File: src/rtl/scp_pkg.sv
package scp_pkg;

  // Fixed instruction layout of the encoding
  localparam int ILEN   = 32;
  localparam int OPW    = 6;
  localparam int RFW    = 5;
  localparam int IMMW   = 16;
  localparam int TGTW   = 26;
  localparam int LINK_R = 31;

  localparam logic [OPW-1:0] OP_RTYPE = 6'h00;
  localparam logic [OPW-1:0] OP_J     = 6'h02;
  localparam logic [OPW-1:0] OP_JAL   = 6'h03;
  localparam logic [OPW-1:0] OP_BEQ   = 6'h04;
  localparam logic [OPW-1:0] OP_BNE   = 6'h05;
  localparam logic [OPW-1:0] OP_ADDI  = 6'h08;
  localparam logic [OPW-1:0] OP_XORI  = 6'h0e;
  localparam logic [OPW-1:0] OP_LW    = 6'h23;
  localparam logic [OPW-1:0] OP_SW    = 6'h2b;

  localparam logic [OPW-1:0] FN_JR  = 6'h08;
  localparam logic [OPW-1:0] FN_ADD = 6'h20;
  localparam logic [OPW-1:0] FN_SUB = 6'h22;
  localparam logic [OPW-1:0] FN_SLT = 6'h2a;

  typedef enum logic [1:0] {ALU_ADD, ALU_SUB, ALU_SLT, ALU_XOR} alu_op_e;
  typedef enum logic [1:0] {DST_RD, DST_RT, DST_LINK} dst_sel_e;
  typedef enum logic [1:0] {WB_ALU, WB_MEM, WB_LINK} wb_sel_e;

  typedef struct packed {
    logic     reg_we;
    dst_sel_e dst_sel;
    wb_sel_e  wb_sel;
    logic     alu_imm;
    logic     imm_zext;
    alu_op_e  alu_op;
    logic     mem_we;
    logic     br_eq;
    logic     br_ne;
    logic     jump;
    logic     jump_reg;
  } ctrl_t;

endpackage

File: src/rtl/scp_decode.sv
module scp_decode
  import scp_pkg::*;
(
  input  logic [OPW-1:0] opcode,
  input  logic [OPW-1:0] funct,
  output ctrl_t          ctl
);

  always_comb begin
    ctl = '0;  // unknown encodings retire as no-ops
    unique case (opcode)
      OP_RTYPE: begin
        unique case (funct)
          FN_ADD: begin
            ctl.reg_we = 1'b1; ctl.dst_sel = DST_RD; ctl.alu_op = ALU_ADD;
          end
          FN_SUB: begin
            ctl.reg_we = 1'b1; ctl.dst_sel = DST_RD; ctl.alu_op = ALU_SUB;
          end
          FN_SLT: begin
            ctl.reg_we = 1'b1; ctl.dst_sel = DST_RD; ctl.alu_op = ALU_SLT;
          end
          FN_JR: ctl.jump_reg = 1'b1;
          default: ;
        endcase
      end
      OP_ADDI: begin
        ctl.reg_we = 1'b1; ctl.dst_sel = DST_RT; ctl.alu_imm = 1'b1;
        ctl.alu_op = ALU_ADD;
      end
      OP_XORI: begin
        ctl.reg_we = 1'b1; ctl.dst_sel = DST_RT; ctl.alu_imm = 1'b1;
        ctl.imm_zext = 1'b1; ctl.alu_op = ALU_XOR;
      end
      OP_LW: begin
        ctl.reg_we = 1'b1; ctl.dst_sel = DST_RT; ctl.alu_imm = 1'b1;
        ctl.alu_op = ALU_ADD; ctl.wb_sel = WB_MEM;
      end
      OP_SW: begin
        ctl.alu_imm = 1'b1; ctl.alu_op = ALU_ADD; ctl.mem_we = 1'b1;
      end
      OP_BEQ: ctl.br_eq = 1'b1;
      OP_BNE: ctl.br_ne = 1'b1;
      OP_J:   ctl.jump  = 1'b1;
      OP_JAL: begin
        ctl.jump = 1'b1; ctl.reg_we = 1'b1;
        ctl.dst_sel = DST_LINK; ctl.wb_sel = WB_LINK;
      end
      default: ;
    endcase
  end

endmodule

File: src/rtl/scp_regfile.sv
module scp_regfile #(
  parameter int W  = 32,
  parameter int AW = 5
) (
  input  logic          clk,
  input  logic          rst,
  input  logic [AW-1:0] raddr_a,
  input  logic [AW-1:0] raddr_b,
  output logic [W-1:0]  rdata_a,
  output logic [W-1:0]  rdata_b,
  input  logic          we,
  input  logic [AW-1:0] waddr,
  input  logic [W-1:0]  wdata
);

  localparam int DEPTH = 2 ** AW;

  // No reset on the array so it maps onto distributed RAM
  logic [W-1:0] mem [DEPTH];

  always_ff @(posedge clk) begin
    if (we && waddr != '0) mem[waddr] <= wdata;
  end

  assign rdata_a = (raddr_a == '0) ? '0 : mem[raddr_a];
  assign rdata_b = (raddr_b == '0) ? '0 : mem[raddr_b];

  // a written value is what the next read of that entry returns
  a_r3_write_readback: assert property (@(posedge clk) disable iff (rst)
    (we && waddr != '0) |=> (raddr_a != $past(waddr) || rdata_a == $past(wdata)));

endmodule

File: src/rtl/scp_alu.sv
module scp_alu
  import scp_pkg::*;
#(
  parameter int W = 32
) (
  input  logic [W-1:0] a,
  input  logic [W-1:0] b,
  input  alu_op_e      op,
  output logic [W-1:0] y
);

  always_comb begin
    unique case (op)
      ALU_SUB: y = a - b;
      ALU_SLT: y = {{(W-1){1'b0}}, ($signed(a) < $signed(b))};
      ALU_XOR: y = a ^ b;
      default: y = a + b;
    endcase
  end

endmodule

File: src/rtl/scp_nextpc.sv
module scp_nextpc
  import scp_pkg::*;
#(
  parameter int W = 32
) (
  input  logic [W-1:0]    pc_plus4,
  input  logic [TGTW-1:0] target,
  input  logic [W-1:0]    simm,
  input  logic [W-1:0]    rs_val,
  input  logic            jump,
  input  logic            jump_reg,
  input  logic            take_branch,
  output logic [W-1:0]    pc_next
);

  localparam int REGION = TGTW + 2;

  logic [W-1:0] br_target;
  logic [W-1:0] jmp_target;

  assign br_target  = pc_plus4 + {simm[W-3:0], 2'b00};
  assign jmp_target = {pc_plus4[W-1:REGION], target, 2'b00};

  always_comb begin
    if (jump_reg)         pc_next = rs_val;
    else if (jump)        pc_next = jmp_target;
    else if (take_branch) pc_next = br_target;
    else                  pc_next = pc_plus4;
  end

endmodule

File: src/rtl/scp_core.sv
module scp_core
  import scp_pkg::*;
#(
  parameter int XLEN     = 32,
  parameter int RESET_PC = 0
) (
  input  logic            clk,
  input  logic            rst,
  output logic [XLEN-1:0] pc_o,
  input  logic [ILEN-1:0] instr_i,
  output logic [XLEN-1:0] dmem_addr_o,
  output logic [XLEN-1:0] dmem_wdata_o,
  output logic            dmem_we_o,
  input  logic [XLEN-1:0] dmem_rdata_i
);

  localparam logic [XLEN-1:0] STEP = XLEN'(4);

  logic [XLEN-1:0] pc_q, pc_next, pc_plus4;
  logic [OPW-1:0]  opcode, funct;
  logic [RFW-1:0]  rs, rt, rd, rf_waddr;
  logic [IMMW-1:0] imm;
  logic [XLEN-1:0] simm, zimm, rs_val, rt_val, alu_b, alu_y, rf_wdata;
  logic            rf_we, eq, take_branch;
  ctrl_t           ctl;

  assign opcode = instr_i[31:26];
  assign rs     = instr_i[25:21];
  assign rt     = instr_i[20:16];
  assign rd     = instr_i[15:11];
  assign funct  = instr_i[5:0];
  assign imm    = instr_i[15:0];
  assign simm   = {{(XLEN-IMMW){imm[IMMW-1]}}, imm};
  assign zimm   = {{(XLEN-IMMW){1'b0}}, imm};

  always_ff @(posedge clk) begin
    if (rst) pc_q <= XLEN'(RESET_PC);
    else     pc_q <= pc_next;
  end

  assign pc_o     = pc_q;
  assign pc_plus4 = pc_q + STEP;

  scp_decode u_dec (
    .opcode (opcode),
    .funct  (funct),
    .ctl    (ctl)
  );

  always_comb begin
    unique case (ctl.dst_sel)
      DST_RT:   rf_waddr = rt;
      DST_LINK: rf_waddr = RFW'(LINK_R);
      default:  rf_waddr = rd;
    endcase
    unique case (ctl.wb_sel)
      WB_MEM:  rf_wdata = dmem_rdata_i;
      WB_LINK: rf_wdata = pc_plus4;
      default: rf_wdata = alu_y;
    endcase
  end

  assign rf_we = ctl.reg_we & ~rst;

  scp_regfile #(.W(XLEN), .AW(RFW)) u_rf (
    .clk     (clk),
    .rst     (rst),
    .raddr_a (rs),
    .raddr_b (rt),
    .rdata_a (rs_val),
    .rdata_b (rt_val),
    .we      (rf_we),
    .waddr   (rf_waddr),
    .wdata   (rf_wdata)
  );

  assign alu_b = ctl.alu_imm ? (ctl.imm_zext ? zimm : simm) : rt_val;

  scp_alu #(.W(XLEN)) u_alu (
    .a  (rs_val),
    .b  (alu_b),
    .op (ctl.alu_op),
    .y  (alu_y)
  );

  assign eq          = (rs_val == rt_val);
  assign take_branch = (ctl.br_eq & eq) | (ctl.br_ne & ~eq);

  scp_nextpc #(.W(XLEN)) u_npc (
    .pc_plus4    (pc_plus4),
    .target      (instr_i[TGTW-1:0]),
    .simm        (simm),
    .rs_val      (rs_val),
    .jump        (ctl.jump),
    .jump_reg    (ctl.jump_reg),
    .take_branch (take_branch),
    .pc_next     (pc_next)
  );

  assign dmem_addr_o  = alu_y;
  assign dmem_wdata_o = rt_val;
  assign dmem_we_o    = ctl.mem_we & ~rst;

  // fall-through instructions step the PC by one word
  a_r2_seq_step: assert property (@(posedge clk) disable iff (rst)
    (!ctl.jump && !ctl.jump_reg && !take_branch) |=> pc_q == $past(pc_q) + STEP);

  // a taken branch lands on the scaled offset past PC+4
  a_r6_branch_target: assert property (@(posedge clk) disable iff (rst)
    take_branch |=> pc_q == $past(pc_plus4) + ($past(simm) << 2));

  // an absolute jump keeps the region bits and loads the target field
  a_r7_jump_target: assert property (@(posedge clk) disable iff (rst)
    ctl.jump |=> pc_q[TGTW+1:0] == {$past(instr_i[TGTW-1:0]), 2'b00});

  // a register jump lands on the rs value
  a_r8_jr_target: assert property (@(posedge clk) disable iff (rst)
    ctl.jump_reg |=> pc_q == $past(rs_val));

  // a store never writes a register
  a_r5_store_no_regwrite: assert property (@(posedge clk) disable iff (rst)
    dmem_we_o |-> !rf_we);

  // set-less-than yields only 0 or 1
  a_r3_slt_bool: assert property (@(posedge clk) disable iff (rst)
    (ctl.alu_op == ALU_SLT && rf_we) |-> rf_wdata[XLEN-1:1] == '0);

endmodule

File: config.mk
export PLATFORM = sky130hd
export DESIGN_NAME = scp_core
export DESIGN_NICKNAME = d
export VERILOG_FILES = /design/src/rtl/scp_pkg.sv /design/src/rtl/scp_decode.sv /design/src/rtl/scp_regfile.sv /design/src/rtl/scp_alu.sv /design/src/rtl/scp_nextpc.sv /design/src/rtl/scp_core.sv
export SDC_FILE = /design/constraint.sdc
export NUM_CORES = 2
export LEC_CHECK = 0
export BUFFER_PORTS_ARGS = -buffer_cell sky130_fd_sc_hd__buf_4
export CORE_MARGIN = 3
export CORE_UTILIZATION = 40
export CTS_BUF_LIST = sky130_fd_sc_hd__clkbuf_8
export CTS_CLUSTER_SIZE = 20
export DETAILED_ROUTE_END_ITERATION = 6
export HOLD_SLACK_MARGIN = 0.08
export PLACE_DENSITY = 0.63
export SYNTH_ARGS = -nofsm -noshare
export SYNTH_HDL_FRONTEND = slang
export SYNTH_HIERARCHICAL = 1
export SYNTH_SLANG_ARGS = --single-unit
export TNS_END_PERCENT = 5
File: constraint.sdc
create_clock -name clk -period 9.55 [get_ports clk]
set_input_delay 2.865 -clock clk [delete_from_list [all_inputs] [get_ports clk]]
set_output_delay 2.865 -clock clk [all_outputs]
set_load 0.005 [all_outputs]
==> flow_metrics.py <==
metrics = {
    "clock_tree": {
        "htreeDepth": 4,
        "clk_latency_ns": 0.95,
        "cts_tree": "built",
        "clockBufferDepth": 3,
        "cts_buffers": 172,
        "ctsHoldBuffers": 0,
        "clk_pin_slew_worst_paths_ns": 0.08,
        "root_buffer": "clkbuf_8",
        "clock-sinks": 1056,
    },
    "die": {
        "core_area_sq_mm": 0.1423,
        "die_w_microns": 385.3,
        "num_io_pins": 163,
        "start_util_pct": 40.45,
        "die_area_sq_mm": 0.1485,
        "row_count": 138,
        "die_y_microns": 385.3,
    },
    "logic_synthesis": {
        "yosys_warnings": 6,
        "ys_seq_elements": 1056,
        "syn_area_per_cell_sq_um": 14.47,
        "async_flop_share_pct": 0,
        "synth_cell_type_count": 95,
        "synth_edf_count": 1024,
        "synth_top_area_share_pct": 53.43,
        "synth_commonest_cells": "edfxtp_1, mux2i_1, mux4_2, nand2_1, o21ai_0",
        "yosysTopAreaCell": "edfxtp_1",
        "yosysMostFrequentCell": "edfxtp_1",
        "synthCells": 3978,
        "syn_area_sq_mm": 0.05755,
        "ys.flop_type": "edfxtp_1",
        "ys_seq_area_share_pct": 54.54,
        "yosys-top-cells-area": "edfxtp_1, mux4_2, mux2i_1",
    },
    "power_and_ir_drop": {
        "p_leak_nw": 25.85,
        "ir_worst_vdd_mv": 0.1531,
        "cellPowerDensity_mw_per_mm2": 189.5,
    },
    "drt": {
        "drt-total-wl_microns": 215400,
        "antenna_left": 0,
        "first_pass_iters": 6,
        "routed-via-count": 43230,
        "post_drt_wl_per_cell_microns": 31.66,
        "post_drt_via_cell_ratio": 6.355,
        "drc": 0,
        "drtIter0Drc": 5343,
    },
    "finish": {
        "drive_above_1_share_pct": 36.47,
        "seqCellArea_sq_mm": 0.03139,
        "syn_to_final_growth_pct": 23.77,
        "multi_input_area_sq_mm": 0.02571,
        "fillers": 12020,
        "layout.cells.non_filler": 6803,
        "utilization_pct": 50.07,
        "layout.nets": 4939,
    },
    "sta": {
        "fin_skew_ns": 0.08287,
        "period_needed_ns": 10.34,
        "finalHoldViolCount": 0,
        "period_share_pct": 108.3,
        "slew_headroom_pct": 8.407,
        "rsz0062_at_grt": "yes",
        "slew_violations": 0,
        "setup_slack_ns": -0.7932,
        "timing.hold.ws_ns": 0.6494,
        "fmax_mhz": 96.68,
        "worstMarginPinSlew_ns": 1.374,
        "fin_setup_tns_ns": -14.17,
        "setup_viol": 27,
    },
    "setup_path": {
        "cp.arrival_ns": 7.48,
        "critical_path_class": "in2out",
        "cp-start-kind": "input pin",
        "crit_fanout": 5,
        "worst_ep_required_time_ns": 6.69,
        "end_kind": "output pin",
        "reg2regPathDepth": 20,
    },
    "global_route": {
        "grt_pass1_vias": 42660,
        "grt-ovfl-total": 0,
        "antenna_found_initial": 5,
        "grt_max_degree": 45,
        "grt_usage_pct": 28.58,
        "grt_pass1_wl_microns": 304500,
    },
    "flow_run": {
        "drv_cap": 0,
    },
    "place": {
        "post-place-ws_ns": -1.264,
        "dp.cells": 6438,
        "routabilityCongestion": 0.9568,
        "place_hpwl_microns": 146500,
        "port_buffers": 162,
    },
    "outcome": {
        "violations": "negative setup slack",
        "outcome": "complete, but fails checks",
    },
    "hold_path": {
        "holdPathStages": 2,
        "hold_class": "reg2reg",
    },
}
[area by class of cell]
type                    instances  share of cell area [%]
diodes                          2                0.007026
repair buffers                887                   10.87
well taps                    1890                   3.320
clock buffers                 174                   3.362
multi-input cells            2538                   36.10
inverters                     118                  0.6236
clock inverters               138                   1.649
flip-flops and latches       1056                   44.07
[kinds of logic (layout without fill, tap and decap cells)]
group	count (synthesis)	after routing	synth area share (%)
AO/OA/AOI/OAI	880	880	10.82
XOR/XNOR	94	94	1.444
adder cells (fa/ha/maj)	100	100	2.213
buffers and inverters	415	1317	3.398
flip-flops	1056	1056	54.54
multiplexers	777	777	21.71
other	1	34	0.006516
AND/OR/NAND/NOR	655	655	5.868
[worst max-delay path, cell delays in order]
cell and delay (ns):
buf_6 0.11, buf_6 0.11, or3b_4 0.43, buf_4 0.16
buf_12 0.13, buf_4 0.14, o221ai_2 0.18, a21oi_2 0.05
a211oi_2 0.30, mux2_4 0.23, inv_2 0.04, ha_4 0.28
buf_6 0.12, nor2_1 0.04, a211o_1 0.34, o2111a_2 0.33
or3_4 0.44, a211o_1 0.32, a21oi_2 0.15, nand2_1 0.09
o31a_1 0.27, o211ai_1 0.16, buf_4 0.18
[report_power, final]
part,switching (mW),leakage (nW),total (mW),internal [mW]
registers,0.0294,9.54,5.80,5.77
clock network,1.95,1.95,4.17,2.22
logic,2.14,14.4,3.53,1.40
[path summary, 6_finish.rpt]
check                                startpoint  slack, ns               end
worst min register to register          pc_o[0]       0.65           pc_o[0]
worst max register to register  u_rf/mem[25][7]       3.99  u_rf/mem[13][31]
worst min-delay path                    pc_o[0]       0.65           pc_o[0]
worst max-delay path                instr_i[19]      -0.79   dmem_addr_o[27]
[through the flow]
| step | area (sq um) | total power, mW |
|---|---|---|
| floorplan | 57830 | 7.481 |
| global placement | 66050 | 9.118 |
| detailed placement | 66050 | 9.141 |
| CTS | 70870 | 13.44 |
| global route | 71230 | 13.97 |
| finish | 71230 | 13.50 |
[state kept, by name, indices dropped and copies added, names as in the netlist]
signal,flops
pc_o,32
u_rf/mem,1024
[layout by cell type, fill, tap and decap left out, types with 33 or more instances in the layout]
cell,count
a211oi_1,55
nor2_4,33
mux4_2,315
mux2i_1,337
a22oi_1,96
a21oi_1,140
nand2_1,182
buf_12,61
nand4_1,49
buf_4,786
nor2b_1,84
xor2_1,60
o21ai_2,33
o21ai_0,118
clkinv_1,37
ha_1,86
edfxtp_1,1024
mux2_2,67
xnor2_1,33
o221ai_1,55
clkbuf_8,174
inv_1,144
nor2_1,108
mux4_1,37
[timing repair]
action / 4_1_cts / 5_1_grt
setup buffers: 41 / 8
pin swaps: 66 / 40
resized for setup: 181 / 55
endpoints found under the setup margin: 28 / 28
gates cloned: 3 / 2
[layer usage]
metal  up-vias  track usage, %  wire length, microns
met4         2           12.88                 10730
met1     21910           37.26                 80450
met3       583           6.694                 24540
met5         -               0                    16
met2      2910           45.48                 99670
li1      17830               -                     -
Power figures use the tool's default switching activity.
